## src/rtl/can_txcmd_pkg.sv

```systemverilog
package can_txcmd_pkg;

    typedef enum logic [1:0] {
        ST_IDLE   = 2'd0,
        ST_LAUNCH = 2'd1,
        ST_ON_BUS = 2'd2
    } txc_state_t;

    typedef struct packed {
        logic queue;     // write asks to queue selected buffers
        logic single;    // queued frame gets no retry
        logic self_rx;   // queued frame uses self-reception
        logic withdraw;  // withdraw-only write
    } cmd_kind_t;

endpackage

```

## src/rtl/can_txcmd_decode.sv

```systemverilog
module can_txcmd_decode
    import can_txcmd_pkg::*;
(
    input  logic      cmd_wr,
    input  logic      cmd_queue,
    input  logic      cmd_withdraw,
    input  logic      cmd_self_rx,
    output cmd_kind_t kind
);

    always_comb begin
        kind.queue    = cmd_wr & (cmd_queue | cmd_self_rx);
        kind.single   = cmd_withdraw | cmd_self_rx;
        kind.self_rx  = cmd_self_rx & ~cmd_withdraw;
        kind.withdraw = cmd_wr & cmd_withdraw & ~cmd_queue & ~cmd_self_rx;
    end

endmodule

```

## src/rtl/can_txcmd_bufq.sv

```systemverilog
module can_txcmd_bufq
    import can_txcmd_pkg::*;
#(
    parameter int NUM_BUF = 3
) (
    input  logic               clk,
    input  logic               rst_n,
    input  cmd_kind_t          kind,
    input  logic [NUM_BUF-1:0] sel,
    input  logic [NUM_BUF-1:0] active_oh,
    input  logic [NUM_BUF-1:0] fin_oh,
    output logic [NUM_BUF-1:0] pending,
    output logic [NUM_BUF-1:0] single_v,
    output logic [NUM_BUF-1:0] self_v,
    output logic [NUM_BUF-1:0] withdrawn
);

    for (genvar i = 0; i < NUM_BUF; i++) begin : g_buf
        logic set_i, clr_i, promote_i;

        always_comb begin
            set_i     = kind.queue & sel[i] & ~pending[i];
            clr_i     = kind.withdraw & sel[i] & pending[i] & ~active_oh[i];
            promote_i = kind.withdraw & sel[i] & active_oh[i];
        end

        assign withdrawn[i] = clr_i;

        always_ff @(posedge clk or negedge rst_n) begin
            if (!rst_n) begin
                pending[i]  <= 1'b0;
                single_v[i] <= 1'b0;
                self_v[i]   <= 1'b0;
            end else if (set_i) begin
                pending[i]  <= 1'b1;
                single_v[i] <= kind.single;
                self_v[i]   <= kind.self_rx;
            end else if (clr_i || fin_oh[i]) begin
                pending[i]  <= 1'b0;
                single_v[i] <= 1'b0;
                self_v[i]   <= 1'b0;
            end else if (promote_i) begin
                single_v[i] <= 1'b1;
            end
        end
    end

endmodule

```

## src/rtl/can_txcmd_pick.sv

```systemverilog
module can_txcmd_pick #(
    parameter int NUM_BUF = 3,
    parameter int IDX_W   = (NUM_BUF > 1) ? $clog2(NUM_BUF) : 1
) (
    input  logic [NUM_BUF-1:0] req,
    output logic               found,
    output logic [IDX_W-1:0]   idx
);

    always_comb begin
        found = |req;
        idx   = '0;
        for (int i = NUM_BUF - 1; i >= 0; i--) begin
            if (req[i]) idx = IDX_W'(i);
        end
    end

endmodule

```

## src/rtl/can_txcmd_fsm.sv

```systemverilog
module can_txcmd_fsm
    import can_txcmd_pkg::*;
#(
    parameter int NUM_BUF = 3,
    parameter int IDX_W   = (NUM_BUF > 1) ? $clog2(NUM_BUF) : 1
) (
    input  logic               clk,
    input  logic               rst_n,
    input  logic               pick_found,
    input  logic [IDX_W-1:0]   pick_idx,
    input  logic [NUM_BUF-1:0] single_v,
    input  logic [NUM_BUF-1:0] self_v,
    input  logic               withdraw_any,
    input  logic               eng_done,
    input  logic               eng_err,
    input  logic               eng_arb_lost,
    input  logic               rx_filter_match,
    output logic               eng_start,
    output logic [IDX_W-1:0]   eng_buf_idx,
    output logic               eng_single_shot,
    output logic               eng_self_rx,
    output logic [NUM_BUF-1:0] active_oh,
    output logic [NUM_BUF-1:0] fin_oh,
    output logic               tx_irq,
    output logic               rx_irq,
    output logic               tx_complete
);

    txc_state_t       state_q, state_d;
    logic [IDX_W-1:0] idx_q, idx_d;
    logic             fail, finish, finish_ok;

    assign fail = eng_err | eng_arb_lost;

    // next state and finish decision
    always_comb begin
        state_d   = state_q;
        idx_d     = idx_q;
        finish    = 1'b0;
        finish_ok = 1'b0;
        unique case (state_q)
            ST_IDLE: begin
                if (pick_found) begin
                    state_d = ST_LAUNCH;
                    idx_d   = pick_idx;
                end
            end
            ST_LAUNCH: state_d = ST_ON_BUS;
            ST_ON_BUS: begin
                if (eng_done) begin
                    state_d   = ST_IDLE;
                    finish    = 1'b1;
                    finish_ok = 1'b1;
                end else if (fail) begin
                    if (single_v[idx_q]) begin
                        state_d = ST_IDLE;
                        finish  = 1'b1;
                    end else begin
                        state_d = ST_LAUNCH;
                    end
                end
            end
            default: state_d = ST_IDLE;
        endcase
    end

    // state register
    always_ff @(posedge clk or negedge rst_n) begin
        if (!rst_n) begin
            state_q <= ST_IDLE;
            idx_q   <= '0;
        end else begin
            state_q <= state_d;
            idx_q   <= idx_d;
        end
    end

    // outputs
    always_comb begin
        eng_start       = (state_q == ST_LAUNCH);
        eng_buf_idx     = idx_q;
        eng_single_shot = (state_q == ST_LAUNCH) & single_v[idx_q];
        eng_self_rx     = (state_q == ST_LAUNCH) & self_v[idx_q];
        active_oh       = (state_q != ST_IDLE) ? (NUM_BUF'(1) << idx_q) : '0;
        fin_oh          = finish ? (NUM_BUF'(1) << idx_q) : '0;
    end

    always_ff @(posedge clk or negedge rst_n) begin
        if (!rst_n) begin
            tx_irq      <= 1'b0;
            rx_irq      <= 1'b0;
            tx_complete <= 1'b1;
        end else begin
            tx_irq <= finish;
            rx_irq <= finish_ok & self_v[idx_q] & rx_filter_match;
            if (finish)            tx_complete <= finish_ok;
            else if (withdraw_any) tx_complete <= 1'b0;
        end
    end


    retry_same_buf_chk: assert property (@(posedge clk) disable iff (!rst_n)
        (state_q == ST_ON_BUS && !eng_done && fail && !single_v[idx_q])
        |=> (eng_start && !tx_irq && $stable(idx_q)));


    no_retry_single_chk: assert property (@(posedge clk) disable iff (!rst_n)
        (state_q == ST_ON_BUS && !eng_done && fail && single_v[idx_q])
        |=> (!eng_start && tx_irq && !tx_complete));


    frame_runs_on_chk: assert property (@(posedge clk) disable iff (!rst_n)
        (state_q == ST_ON_BUS && !eng_done && !fail) |=> (state_q == ST_ON_BUS));


    irq_single_pulse_chk: assert property (@(posedge clk) disable iff (!rst_n)
        tx_irq |=> !tx_irq);

endmodule

```

## src/rtl/can_txcmd_ctrl.sv

```systemverilog
module can_txcmd_ctrl
    import can_txcmd_pkg::*;
#(
    parameter int NUM_BUF = 3,
    parameter int IDX_W   = (NUM_BUF > 1) ? $clog2(NUM_BUF) : 1
) (
    input  logic               clk,
    input  logic               rst_n,
    input  logic               cmd_wr,
    input  logic               cmd_queue,
    input  logic               cmd_withdraw,
    input  logic               cmd_self_rx,
    input  logic [NUM_BUF-1:0] cmd_buf_sel,
    output logic               eng_start,
    output logic [IDX_W-1:0]   eng_buf_idx,
    output logic               eng_single_shot,
    output logic               eng_self_rx,
    input  logic               eng_done,
    input  logic               eng_err,
    input  logic               eng_arb_lost,
    input  logic               rx_filter_match,
    output logic               tx_buf_free,
    output logic               tx_complete,
    output logic               tx_irq,
    output logic               rx_irq
);

    cmd_kind_t          kind;
    logic [NUM_BUF-1:0] pending, single_v, self_v, withdrawn;
    logic [NUM_BUF-1:0] active_oh, fin_oh, avail;
    logic               pick_found;
    logic [IDX_W-1:0]   pick_idx;

    can_txcmd_decode u_decode (
        .cmd_wr       (cmd_wr),
        .cmd_queue    (cmd_queue),
        .cmd_withdraw (cmd_withdraw),
        .cmd_self_rx  (cmd_self_rx),
        .kind         (kind)
    );

    can_txcmd_bufq #(.NUM_BUF(NUM_BUF)) u_bufq (
        .clk       (clk),
        .rst_n     (rst_n),
        .kind      (kind),
        .sel       (cmd_buf_sel),
        .active_oh (active_oh),
        .fin_oh    (fin_oh),
        .pending   (pending),
        .single_v  (single_v),
        .self_v    (self_v),
        .withdrawn (withdrawn)
    );

    assign avail = pending & ~withdrawn;

    can_txcmd_pick #(.NUM_BUF(NUM_BUF), .IDX_W(IDX_W)) u_pick (
        .req   (avail),
        .found (pick_found),
        .idx   (pick_idx)
    );

    can_txcmd_fsm #(.NUM_BUF(NUM_BUF), .IDX_W(IDX_W)) u_fsm (
        .clk             (clk),
        .rst_n           (rst_n),
        .pick_found      (pick_found),
        .pick_idx        (pick_idx),
        .single_v        (single_v),
        .self_v          (self_v),
        .withdraw_any    (|withdrawn),
        .eng_done        (eng_done),
        .eng_err         (eng_err),
        .eng_arb_lost    (eng_arb_lost),
        .rx_filter_match (rx_filter_match),
        .eng_start       (eng_start),
        .eng_buf_idx     (eng_buf_idx),
        .eng_single_shot (eng_single_shot),
        .eng_self_rx     (eng_self_rx),
        .active_oh       (active_oh),
        .fin_oh          (fin_oh),
        .tx_irq          (tx_irq),
        .rx_irq          (rx_irq),
        .tx_complete     (tx_complete)
    );

    assign tx_buf_free = ~|pending;


    start_not_free_chk: assert property (@(posedge clk) disable iff (!rst_n)
        eng_start |-> !tx_buf_free);


    lowest_first_chk: assert property (@(posedge clk) disable iff (!rst_n)
        eng_start |-> ((pending & ((NUM_BUF'(1) << eng_buf_idx) - NUM_BUF'(1))) == '0));

endmodule

```

## config.mk

```make
export PLATFORM = sky130hd
export DESIGN_NAME = can_txcmd_ctrl
export DESIGN_NICKNAME = d
export VERILOG_FILES = /design/src/rtl/can_txcmd_pkg.sv /design/src/rtl/can_txcmd_decode.sv /design/src/rtl/can_txcmd_bufq.sv /design/src/rtl/can_txcmd_pick.sv /design/src/rtl/can_txcmd_fsm.sv /design/src/rtl/can_txcmd_ctrl.sv
export SDC_FILE = /design/constraint.sdc
export NUM_CORES = 1
export LEC_CHECK = 0
export BUFFER_PORTS_ARGS = -buffer_cell sky130_fd_sc_hd__buf_2
export CAP_MARGIN = 20
export CORE_MARGIN = 10
export CORE_UTILIZATION = 40
export DETAILED_ROUTE_END_ITERATION = 7
export PLACE_DENSITY = 0.62
export SETUP_SLACK_MARGIN = 0.15
export SYNTH_ARGS = -nofsm -noshare
export SYNTH_HDL_FRONTEND = slang
export SYNTH_HIERARCHICAL = 1
export SYNTH_SLANG_ARGS = --single-unit
```

## constraint.sdc

```tcl
create_clock -name clk -period 2.53 [get_ports clk]
set_input_delay 0.506 -clock clk [delete_from_list [all_inputs] [get_ports clk]]
set_output_delay 0.506 -clock clk [all_outputs]
set_load 0.01 [all_outputs]
```

Word level (Yosys, flattened, before mapping)
Cells that the tools add are included.
Operators by class
  order comparisons: 1
  equality and inequality tests: 4
  shift operators: 1
  muxes and demuxes: 40
  bitwise operators: 41
  reductions and logical operators: 18
Operator list (number)
  2-to-1 mux 1 bit: 29
  AND 1 bit: 27
  2-to-1 mux 2 bit: 6
  nonzero test 2 bit: 5
  inverter 1 bit: 9
  nonzero test 3 bit: 3
  OR reduction 3 bit: 3
  2-to-1 mux 3 bit: 2
  one-hot mux 2 bit (3 select lines): 1
  binary-select mux 1 bit (select 2 bit): 2
  AND reduction 2 bit: 2
  AND 3 bit: 1
  logical OR 1 bit: 3
  less-than comparator 2 x 3 -> 1 bit (second input constant): 1
  != test 3 x 2 -> 1 bit (second input constant): 1
  inverter 3 bit: 1
  OR 1 bit: 3
  left shift 1 x 2 -> 3 bit (first input constant): 1
  equality test 2 x 1 -> 1 bit (second input constant): 1
  equality test 2 bit (second input constant): 1
  zero test 2 bit: 1
  != test 2 bit (second input constant): 1
  zero test 1 bit: 1
Storage, ports and cells
  register bits: 16
  output and inout port bits: 9
  logic and storage cells: 119

Logic depth before layout (Yosys ltp)
Gate-level depths: netlist of run 1.
  word-level depth: 11
  depth in mapped cells: 9

By module
The synthesis of run 1 kept the hierarchy.
Modules (own cells, without submodules)
  can_txcmd_bufq: times used 1, cells each 33, area each 454.2 µm², seq. area each 225.2 µm²
  can_txcmd_fsm: times used 1, cells each 44, area each 426.7 µm², seq. area each 176.4 µm²
  can_txcmd_decode: times used 1, cells each 4, area each 35.0 µm², seq. area each 0.0 µm²
  can_txcmd_ctrl: times used 1, cells each 5, area each 32.5 µm², seq. area each 0.0 µm²
  can_txcmd_pick: times used 1, cells each 3, area each 20.0 µm², seq. area each 0.0 µm²

Least setup slack after synthesis of run 1
Ideal clock, no wire load.
  path kind: input-to-reg
  start point: input cmd_queue
  end point: register u_fsm.idx_q[0], in the netlist u_fsm/eng_buf_idx[0]
  setup time: 125 ps
  arrival time: 2158 ps
  data required time: 2405 ps
  path slack: 247 ps
  cell stages on the path: 7
  path buffers: 1
  cell sequence: and4bb_2 and4b_4 buf_4 and2b_2 or3_1 nand2_1 mux2_2
On the way
  cells in the longest elaborated chain, start to end: 10
RTL lines
  start, declared: RTL line can_txcmd_ctrl.sv:10  | input logic cmd_queue,
  inverter 1 bit: RTL line can_txcmd_decode.sv:15  | kind.withdraw = cmd_wr & cmd_withdraw & ~cmd_queue & ~cmd_self_rx;
  AND 1 bit (2 in series): RTL line can_txcmd_decode.sv:15
  AND 1 bit (3 in series): RTL line can_txcmd_bufq.sv:23  | clr_i = kind.withdraw & sel[i] & pending[i] & ~active_oh[i];
  named net u_bufq.g_buf[1].clr_i: RTL line can_txcmd_bufq.sv:19  | logic set_i, clr_i, promote_i;
  inverter 3 bit: RTL line can_txcmd_ctrl.sv:55  | assign avail = pending & ~withdrawn;
  AND 3 bit: RTL line can_txcmd_ctrl.sv:55
  named net avail[1]: RTL line can_txcmd_ctrl.sv:30  | logic [NUM_BUF-1:0] active_oh, fin_oh, avail;
  OR reduction 3 bit: RTL line can_txcmd_pick.sv:11  | found = |req;
  named net pick_found: RTL line can_txcmd_ctrl.sv:31  | logic pick_found;
  AND reduction 2 bit (no line)
  end signal, assigned: RTL line can_txcmd_fsm.sv:74  | idx_q <= idx_d;
  end, declared: RTL line can_txcmd_fsm.sv:30  | logic [IDX_W-1:0] idx_q, idx_d;
The timed path passes the listed nets, and every way through them passes these cells.
A chain may end at the register's enable or synchronous reset.

Final worst setup path of run 1
  start point: register u_fsm.state_q[1]
  end point: register u_fsm.idx_q[1], in the netlist u_fsm/eng_buf_idx[1]
RTL lines
  start, declared: RTL line can_txcmd_fsm.sv:29  | txc_state_t state_q, state_d;
  start signal, assigned: RTL line can_txcmd_fsm.sv:73  | state_q <= state_d;
  nonzero test 2 bit: RTL line can_txcmd_fsm.sv:84  | active_oh = (state_q != ST_IDLE) ? (NUM_BUF'(1) << idx_q) : '0;
  2-to-1 mux 3 bit: RTL line can_txcmd_fsm.sv:84
  named net active_oh[1]: RTL line can_txcmd_ctrl.sv:30
  inverter 1 bit: RTL line can_txcmd_bufq.sv:23
  AND 1 bit: RTL line can_txcmd_bufq.sv:23
  named net withdrawn[1]: RTL line can_txcmd_ctrl.sv:29  | logic [NUM_BUF-1:0] pending, single_v, self_v, withdrawn;
  inverter 3 bit: RTL line can_txcmd_ctrl.sv:55
  AND 3 bit: RTL line can_txcmd_ctrl.sv:55
  named net avail[1]: RTL line can_txcmd_ctrl.sv:30
  OR reduction 3 bit: RTL line can_txcmd_pick.sv:11
  named net pick_found: RTL line can_txcmd_ctrl.sv:31
  AND reduction 2 bit (no line)
The timed path passes the listed nets, and every way through them passes these cells.

==> reports/results.ini, run 1 <==
[floorplan]
initial_core_util_pct = 43.0
ios = 22
coreArea_sq_mm = 0.00225
dieArea_sq_mm = 0.00479
dieWidth_microns = 69.2
rows = 17
die_h_microns = 69.2

[setup_path]
path_class = flop to flop
rr_worst_depth = 7
crit_path_max_fanout = 4
critPathCaptureType = flop
critPathArrivalTime_ns = 2.43
cp-start-kind = flop
r2r-end = u_fsm/eng_buf_idx[1]
reg2reg_slack_ns = 0.29
reg2reg_from = u_fsm/state_q[1]
worst_ep_required_time_ns = 2.71

[pwr]
switching_share_pct = 38.7
netSwitchingPower_w = 0.000489
p_comb_share_pct = 49.2
power.internal_w = 0.000776
power.leakage_nw = 0.564
power.density_mw_per_mm2 = 1130
pwr-share-clk_pct = 13.8
p_seq_share_pct = 36.9
vdd_drop_max_uv = 592

[synthesis]
ys_seq_area_share_pct = 41.5
synth_area_leaders = dfrtp_1 39%, a22o_1 5.4%, and4b_4 4.3%
synth_cells = 89
ys.flop_type = dfrtp_1
synth_edf_count = 0
ys_seq_elements = 16
ys_warn_count = 6
syn-cell-area_sq_um = 968
synth.distinct_cells = 37
yosys.area.top_type = dfrtp_1
yosysTopAreaCellShare_pct = 38.8
synth.net_count = 102
syn_avg_cell_area_sq_um = 10.9
async_reset_ff_share_pct = 100

[sta]
layout_setup_ws_ns = 0.285
final.setup.tns_ns = 0
finalHoldViolations = 0
relSlewSlack_pct = 67.9
worst_pin_slew_ns = 0.477
setup_viol = 0
period_share_pct = 88.7
fmax_mhz = 446
clock_skew_ns = 0.00108
period_needed_ns = 2.24
grt_setup_unrepaired = false
drv_slew = 0

[clock_network]
clkSlewWorstSetupHoldPaths_ns = 0.10
cts-htree-levels = 1
clockBufferDepth = 2
root_buffer = clkbuf_4
clk_latency_ns = 0.29
clock_sinks = 16
cts_buffers = 3
cts_tree = yes

[placed_design]
gp_congestion = 0.805
place_hpwl_microns = 1850
preCtsSetupSlack_ns = 0.119
io_buffers = 21

[drt]
wl_per_cell_microns = 17.1
vias = 759
drt_iter0_markers = 24
via_per_inst = 5.46
wirelength_microns = 2380
antenna_left = 0
drcViolationCount = 0
dr.pass1.iters = 4

[finish]
nets = 125
final_common_cell = buf_2
drive_gt1_share_pct = 42.3
num_antenna_cells = 0
seqCellArea_sq_um = 402
area_growth_pct = 15.8
multi_input_area_sq_um = 520
fill_cells = 226
mostFrequentLayoutCells = 21 x buf_2, 15 x dfrtp_1, 6 x a22o_1

[global_route]
grt_overflow = 0
grt_usage_pct = 9.84
grt_pass1_vias = 828
grt_max_degree = 17
antenna_found_initial = 0
grt_pass1_wl_microns = 4020

[status]
status = complete, no violations

[job]
cap_violations = 0

[hold_path]
hp-class = input pin to async pin

## registers in the layout (all words and copies together) (netlist names)
register and cells:
u_fsm/tx_complete 1, u_bufq/single_v 3, u_bufq/pending 3, u_fsm/tx_irq 1
u_fsm/rx_irq 1, u_fsm/state_q 2, u_bufq/self_v 3, u_fsm/eng_buf_idx 2
## worst max-delay path: stages, from the launching register on
cell	delay [ns]
dfrtp_1	0.42
nor2_2	0.23
nor2_1	0.09
and4b_4	0.35
and2b_2	0.23
or3_1	0.36
nand2_1	0.11
mux2_2	0.35
## synth_stat cells, types with 2 or more instances
| master | instances |
|---|---|
| inv_1 | 4 |
| buf_4 | 3 |
| nand2_1 | 2 |
| a21o_1 | 4 |
| nor3_1 | 4 |
| nor2_1 | 5 |
| and3b_1 | 4 |
| dfrtp_1 | 15 |
| a22o_1 | 6 |
| and2b_2 | 2 |
| nand2b_1 | 4 |
| or3_1 | 3 |
| a31o_2 | 3 |
| mux2_2 | 2 |
| nor3_2 | 2 |
| nor2b_1 | 3 |
| and4b_4 | 3 |
## routing by layer
metal	routed length [microns]	up-vias	track usage, %	share of wire (%)
li1	-	369	-	-
met1	1100	368	11.6	46
met2	1110	20	15.9	47
met3	149	2	3.99	6.3
met4	16	0	2.66	0.67
met5	0	-	0	0
## cell type report
class | instances | area share [%]
Multi-Input combinational cell | 65 | 46.4
Sequential cell | 16 | 35.8
Timing Repair Buffer | 22 | 10.0
Clock buffer | 4 | 3.24
Tap cell | 28 | 3.12
Inverter | 4 | 1.34
## worst max-delay path by stage
stage	start	to	slack [ns]	cells past startpoint
5_1_grt	u_fsm/eng_buf_idx[0]	u_fsm/eng_buf_idx[1]	0.17	7
6_report	u_fsm/state_q[1]	u_fsm/eng_buf_idx[1]	0.29	7
4_1_cts	u_fsm/state_q[1]	u_fsm/eng_buf_idx[1]	0.23	7
3_3_place_gp	cmd_self_rx	u_fsm/eng_buf_idx[1]	0.16	7
3_5_place_dp	cmd_self_rx	u_fsm/eng_buf_idx[1]	0.12	7
2_1_floorplan	cmd_queue	u_fsm/eng_buf_idx[0]	0.25	7
## through the flow
| step | total power (W) | util, % | hold slack, ns | std cells | area, sq um |
|---|---|---|---|---|---|
| after CTS | 0.00126 | 49.6 | 0.121 | 139 | 1120 |
| after global placement | 0.00107 | 48.0 | 0.442 | 135 | 1080 |
| final | 0.00126 | 49.7 | 0.111 | 139 | 1120 |
| after floorplan | 0.000919 | - | 0.210 | 89 | 968 |
| after global routing | 0.00136 | 49.7 | 0.124 | 139 | 1120 |
| after detailed placement | 0.00109 | 48.0 | 0.443 | 135 | 1080 |
## power groups by stage
| stage | Sequential (W) | Combinational (W) | Clock (W) |
|---|---|---|---|
| final | 0.000467 | 0.000623 | 0.000175 |
| after global routing | 0.000486 | 0.000689 | 0.000185 |
| after CTS | 0.000464 | 0.000624 | 0.000177 |
| after detailed placement | 0.000469 | 0.000619 | 0 |
| after global placement | 0.000466 | 0.000607 | 0 |
| after floorplan | 0.000457 | 0.000462 | 0 |
## what timing repair did
item | 4_1_cts | 5_1_grt
hold buffers | 0 | 0
resized for setup | 0 | 1
endpoints found under the setup margin | 0 | 2
buffers inserted | 0 | 0
## cell families (layout without fill, tap and decap cells)
kind of cell / count (synthesis) / after routing / synth area share [%]
simple gates: 40 / 40 / 30.4
buf+inv: 8 / 30 / 5.04
mux: 4 / 4 / 4.91
flops: 16 / 16 / 41.5
compound gates: 21 / 21 / 18.2
Note: power is estimated with default switching activity, not from simulation.
==> run 2: changes to the inputs <==
--- a/config.mk
+++ b/config.mk
@@ -8,9 +8,9 @@
 export BUFFER_PORTS_ARGS = -buffer_cell sky130_fd_sc_hd__buf_2
 export CAP_MARGIN = 20
 export CORE_MARGIN = 10
-export CORE_UTILIZATION = 40
+export CORE_UTILIZATION = 50
 export DETAILED_ROUTE_END_ITERATION = 7
-export PLACE_DENSITY = 0.62
+export PLACE_DENSITY = 0.74
 export SETUP_SLACK_MARGIN = 0.15
 export SYNTH_ARGS = -nofsm -noshare
 export SYNTH_HDL_FRONTEND = slang
==> reports/results.ini, run 2 (synthesis results as in run 1) <==
[sta]
fmax_mhz = 455  ; +2.2%
hold_ws_ns = 0.126  ; +0.0155 ns
clock_skew_ns = 0.00212  ; +0.00104 ns
period_share_pct = 86.8  ; -1.9 points
finalHoldViolations = 0  ; unchanged
final.setup.tns_ns = 0  ; unchanged
drv_slew = 0  ; unchanged
worst_pin_slew_ns = 0.479  ; +0.00252 ns
period_needed_ns = 2.20  ; -0.0487 ns
relSlewSlack_pct = 67.8  ; -0.17 points
grt_setup_unrepaired = false
setup_viol = 0  ; unchanged
layout_setup_ws_ns = 0.334  ; +0.0487 ns

[floorplan]
die_h_microns = 64.0  ; -7.5%
dieArea_sq_mm = 0.00410  ; -14%
ios = 22  ; unchanged
rows = 15  ; -2
initial_core_util_pct = 54.3  ; +11 points
coreArea_sq_mm = 0.00178  ; -21%
dieWidth_microns = 64.0  ; -7.5%

[drt]
wl_met3_microns = 197  ; +32%
wirelength_microns = 2210  ; -6.9%
vias = 766  ; +0.92%
drt_iter0_markers = 29  ; +21%
dr.pass1.iters = 4  ; unchanged
via_per_inst = 5.59  ; +2.4%
wl_met2_microns = 1060  ; -4.8%
wl_per_cell_microns = 16.1  ; -5.6%
antenna_left = 0  ; unchanged
wirelength_met1_microns = 945  ; -14%
top_layer_used = met4
drcViolationCount = 0  ; unchanged

[placed_design]
gp_congestion = 0.865  ; +7.4%
preCtsSetupSlack_ns = 0.122  ; +0.00270 ns
io_buffers = 21  ; unchanged
place_hpwl_microns = 1740  ; -5.9%

[job]
cap_violations = 0  ; unchanged

[setup_path]
path_cells = nand2b_1, nor2_1, and4b_4, and2b_2, or3_1, nand2_1, mux2_2
max_stage_delay_ns = 0.46  ; +0.04 ns
cp_slowest_cell = dfrtp_1
critPathCaptureType = flop
crit_family = simple AND/OR/NAND/NOR gates
reg2reg_from = u_fsm/eng_buf_idx[0]
crit_path_max_fanout = 8  ; +4
path_class = flop to flop
worst_ep_required_time_ns = 2.70  ; about the same
cp-start-kind = flop
crit_buf_inv = 0  ; unchanged
critPathArrivalTime_ns = 2.36  ; -0.07 ns
cp-startpoint = u_fsm/eng_buf_idx[0]

[finish]
drive_gt1_share_pct = 41.1  ; -1.3 points
nets = 126  ; +0.80%
mostFrequentLayoutCells = 21 x buf_2, 15 x dfrtp_1, 6 x a22o_1, 5 x nor2_1
area_growth_pct = 14.9
fin_util_pct = 62.4  ; +13 points
final_common_cell = buf_2
num_antenna_cells = 0  ; unchanged
top_regs = u_bufq/pending (3), u_bufq/self_v (3), u_bufq/single_v (3)

[clock_network]
clock_sinks = 16  ; unchanged
clkSlewWorstSetupHoldPaths_ns = 0.09  ; about the same
cts_buffers = 3  ; unchanged
postCtsHoldBufs = 0  ; unchanged
clk_latency_ns = 0.28  ; about the same
root_buffer = clkbuf_4
cts-htree-levels = 1  ; unchanged
post-cts-setup-buffers = 0  ; unchanged
cts_tree = yes
clockBufferDepth = 2  ; unchanged
ctsResizeCount = 0  ; unchanged

[global_route]
grt_max_degree = 17  ; unchanged
grt_overflow = 0  ; unchanged
antenna_found_initial = 0  ; unchanged
grt_pass1_vias = 818  ; -1.2%
grt_usage_pct = 11.1  ; +1.2 points
grt_pass1_wl_microns = 3740  ; -6.9%

[pwr]
fin_total_pwr_w = 0.00123  ; -2.9%
power.leakage_nw = 0.563  ; -0.23%
power.density_mw_per_mm2 = 1100  ; -2.1%
vdd_drop_max_uv = 607  ; +2.5%

[hold_path]
hp-class = input pin to async pin

[status]
status = complete, no violations

[run 2: power by group]
part	switching, W	total, W	internal, W	leakage (nW)
sequential	0.0000906	0.000462	0.000372	0.202
combinational	0.000303	0.000628	0.000326	0.346
clock	0.0000763	0.000137	0.0000611	0.0150
[run 2: final timing paths]
check	endpoint	slack [ns]	depth (start not counted)
min reg2reg	u_bufq/self_v[1]	0.52	1
min in group clk	u_fsm/rx_irq	0.47	2
min	u_bufq/self_v[0]	0.13	1
max reg2reg	u_fsm/eng_buf_idx[1]	0.33	7
max	u_fsm/eng_buf_idx[1]	0.33	7
max in group asynchronous	u_fsm/tx_complete	2.10	1
[run 2: per-layer routing]
metal	global-route usage [%]	vias to the layer above
li1	-	372
met1	13.1	363
met2	17.8	29
met3	3.66	2
met4	4.92	0
met5	0	-
[run 2: through the flow]
stage | instances | cell area (sq um)
floorplan | 89 | 968
CTS | 137 | 1110
global route | 137 | 1110
finish | 137 | 1110
global placement | 133 | 1090
detailed placement | 133 | 1090
[run 2: worst reg2reg max path, stage by stage, from the launching register on]
cell	delay, ns
dfrtp_1	0.46
nand2b_1	0.15
nor2_1	0.08
and4b_4	0.33
and2b_2	0.23
or3_1	0.36
nand2_1	0.12
mux2_2	0.35
[run 2: layout make-up]
cell class / count / area, sq um
Sequential cell: 16 / 402
Multi-Input combinational cell: 65 / 518
Clock buffer: 4 / 26.3
Fill cell: 149 / 671
Tap cell: 25 / 31.3
Timing Repair Buffer: 23 / 120
Inverter: 4 / 15.0
==> run 3: changes to the inputs <==
--- a/config.mk
+++ b/config.mk
@@ -9,6 +9,7 @@
 export CAP_MARGIN = 20
 export CORE_MARGIN = 10
 export CORE_UTILIZATION = 50
+export CTS_BUF_LIST = sky130_fd_sc_hd__clkbuf_8
 export DETAILED_ROUTE_END_ITERATION = 7
 export PLACE_DENSITY = 0.74
 export SETUP_SLACK_MARGIN = 0.15
==> reports/results.ini, run 3 (synthesis results as in run 1) <==
[status]
status = complete, no violations

[setup_path]
critPathArrivalTime_ns = 2.35  ; about the same
endpoint = u_fsm/eng_buf_idx[1]
rr_worst_depth = 7  ; unchanged
reg2reg_from = u_fsm/eng_buf_idx[0]
crit_family = simple AND/OR/NAND/NOR gates
worst-path-stages = 7  ; unchanged
cp_slowest_cell = dfrtp_1
max_stage_delay_ns = 0.46  ; about the same
critPathCaptureType = flop
cp-startpoint = u_fsm/eng_buf_idx[0]
path_class = flop to flop
reg2reg_slack_ns = 0.31  ; -0.02 ns
crit_path_max_fanout = 8  ; unchanged
cp-start-kind = flop
worst_ep_required_time_ns = 2.66  ; -0.04 ns
crit_buf_inv = 0  ; unchanged
path_cells = nand2b_1, nor2_1, and4b_4, and2b_2, or3_1, nand2_1, mux2_2
r2r-end = u_fsm/eng_buf_idx[1]

[floorplan]
coreArea_sq_mm = 0.00178  ; unchanged
initial_core_util_pct = 54.3  ; unchanged
rows = 15  ; unchanged
die_h_microns = 64.0  ; unchanged
dieArea_sq_mm = 0.00410  ; unchanged
dieWidth_microns = 64.0  ; unchanged
ios = 22  ; unchanged

[drt]
antenna_left = 0  ; unchanged
dr.pass1.iters = 4  ; unchanged
drcViolationCount = 0  ; unchanged
wl_per_cell_microns = 16.8  ; +4.2%
via_per_inst = 5.56  ; -0.52%
drt_iter0_markers = 20  ; -31%
wirelength_microns = 2300  ; +4.2%
vias = 762  ; -0.52%

[clock_network]
cts_buffers = 3  ; unchanged
clock_sinks = 16  ; unchanged
clockBufferDepth = 2  ; unchanged
clkSlewWorstSetupHoldPaths_ns = 0.06  ; -0.03 ns
ctsResizeCount = 0  ; unchanged
cts_tree = yes
cts-htree-levels = 1  ; unchanged
postCtsHoldBufs = 0  ; unchanged
post-cts-setup-buffers = 0  ; unchanged
clk_latency_ns = 0.24  ; -0.04 ns
root_buffer = clkbuf_8

[sta]
drv_slew = 0  ; unchanged
grt_setup_unrepaired = false
setup_viol = 0  ; unchanged
worst_pin_slew_ns = 0.476  ; -0.00335 ns
relSlewSlack_pct = 68.0  ; +0.23 points
fmax_mhz = 451  ; -1.0%
finalHoldViolations = 0  ; unchanged
clock_skew_ns = 0.00186  ; -0.000260 ns
period_share_pct = 87.7  ; +0.88 points
period_needed_ns = 2.22  ; +0.0222 ns
final.setup.tns_ns = 0  ; unchanged

[pwr]
power.leakage_nw = 0.574  ; +2.1%
vdd_drop_max_uv = 604  ; -0.57%
fin_total_pwr_w = 0.00129  ; +5.0%
power.density_mw_per_mm2 = 1140  ; +3.3%

[finish]
area_growth_pct = 16.8
drive_gt1_share_pct = 41.1  ; unchanged
top_regs = u_bufq/pending (3), u_bufq/self_v (3), u_bufq/single_v (3)
mostFrequentLayoutCells = 21 x buf_2, 15 x dfrtp_1, 6 x a22o_1, 5 x inv_1, 5 x nor2_1
final_common_cell = buf_2
nets = 126  ; unchanged
num_antenna_cells = 0  ; unchanged
fill_cells = 152  ; +2.0%

[job]
cap_violations = 0  ; unchanged

[global_route]
antenna_found_initial = 0  ; unchanged
grt_pass1_vias = 825  ; +0.86%
grt_pass1_wl_microns = 3820  ; +2.2%
grt_overflow = 0  ; unchanged
grt_usage_pct = 11.3  ; +0.21 points
grt_max_degree = 17  ; unchanged

[placed_design]
gp_congestion = 0.865  ; unchanged
place_hpwl_microns = 1740  ; unchanged
io_buffers = 21  ; unchanged

[hold_path]
hp-class = input pin to async pin

run 3: how the worst min path moves through the flow:
stage,startpoint,to,depth (start not counted)
2_1_floorplan,rst_n,u_bufq/pending[0],0
3_3_place_gp,rst_n,u_fsm/tx_irq,1
3_5_place_dp,rst_n,u_fsm/rx_irq,1
4_1_cts,rst_n,u_fsm/rx_irq,1
5_1_grt,rst_n,u_bufq/self_v[0],1
6_report,rst_n,u_bufq/self_v[0],1
run 3: cell type report:
cell class | instances | area (sq um) | share of cell area [%]
Inverter | 4 | 15.0 | 1.33
Sequential cell | 16 | 402 | 35.5
Clock buffer | 3 | 41.3 | 3.65
Timing Repair Buffer | 23 | 120 | 10.6
Clock inverter | 1 | 3.75 | 0.332
Multi-Input combinational cell | 65 | 518 | 45.8
Tap cell | 25 | 31.3 | 2.77
run 3: power breakdown:
| part | switching, W | leakage (nW) | internal (W) |
|---|---|---|---|
| sequential | 0.0000904 | 0.202 | 0.000373 |
| combinational | 0.000309 | 0.346 | 0.000326 |
| clock | 0.0000844 | 0.0269 | 0.000107 |
| total | 0.000484 | 0.574 | 0.000806 |
run 3: worst reg2reg max path, stage by stage (launching register included):
cell      delay (ns)
dfrtp_1         0.46
nand2b_1        0.15
nor2_1          0.09
and4b_4         0.34
and2b_2         0.23
or3_1           0.36
nand2_1         0.13
mux2_2          0.35
run 3: metal layers:
layer / wire length, microns / part of all wire [%] / global-route usage [%] / up-vias
met5: 0 / 0 / 0 / -
met4: 12 / 0.52 / 4.92 / 0
met3: 209 / 9.1 / 3.14 / 2
met2: 1100 / 48 / 18.2 / 31
met1: 984 / 43 / 13.7 / 357
li1: - / - / - / 372
run 3: through the flow:
| step | hold slack (ns) | std cells | area [sq um] | setup slack [ns] | utilization (%) |
|---|---|---|---|---|---|
| finish | 0.165 | 137 | 1130 | 0.312 | 63.4 |
| global route | 0.181 | 137 | 1130 | 0.208 | 63.4 |
| floorplan | 0.210 | 89 | 968 | 0.247 | - |
| global placement | 0.436 | 133 | 1090 | 0.169 | 60.9 |
| CTS | 0.173 | 137 | 1130 | 0.324 | 63.4 |
| detailed placement | 0.442 | 133 | 1090 | 0.122 | 60.9 |
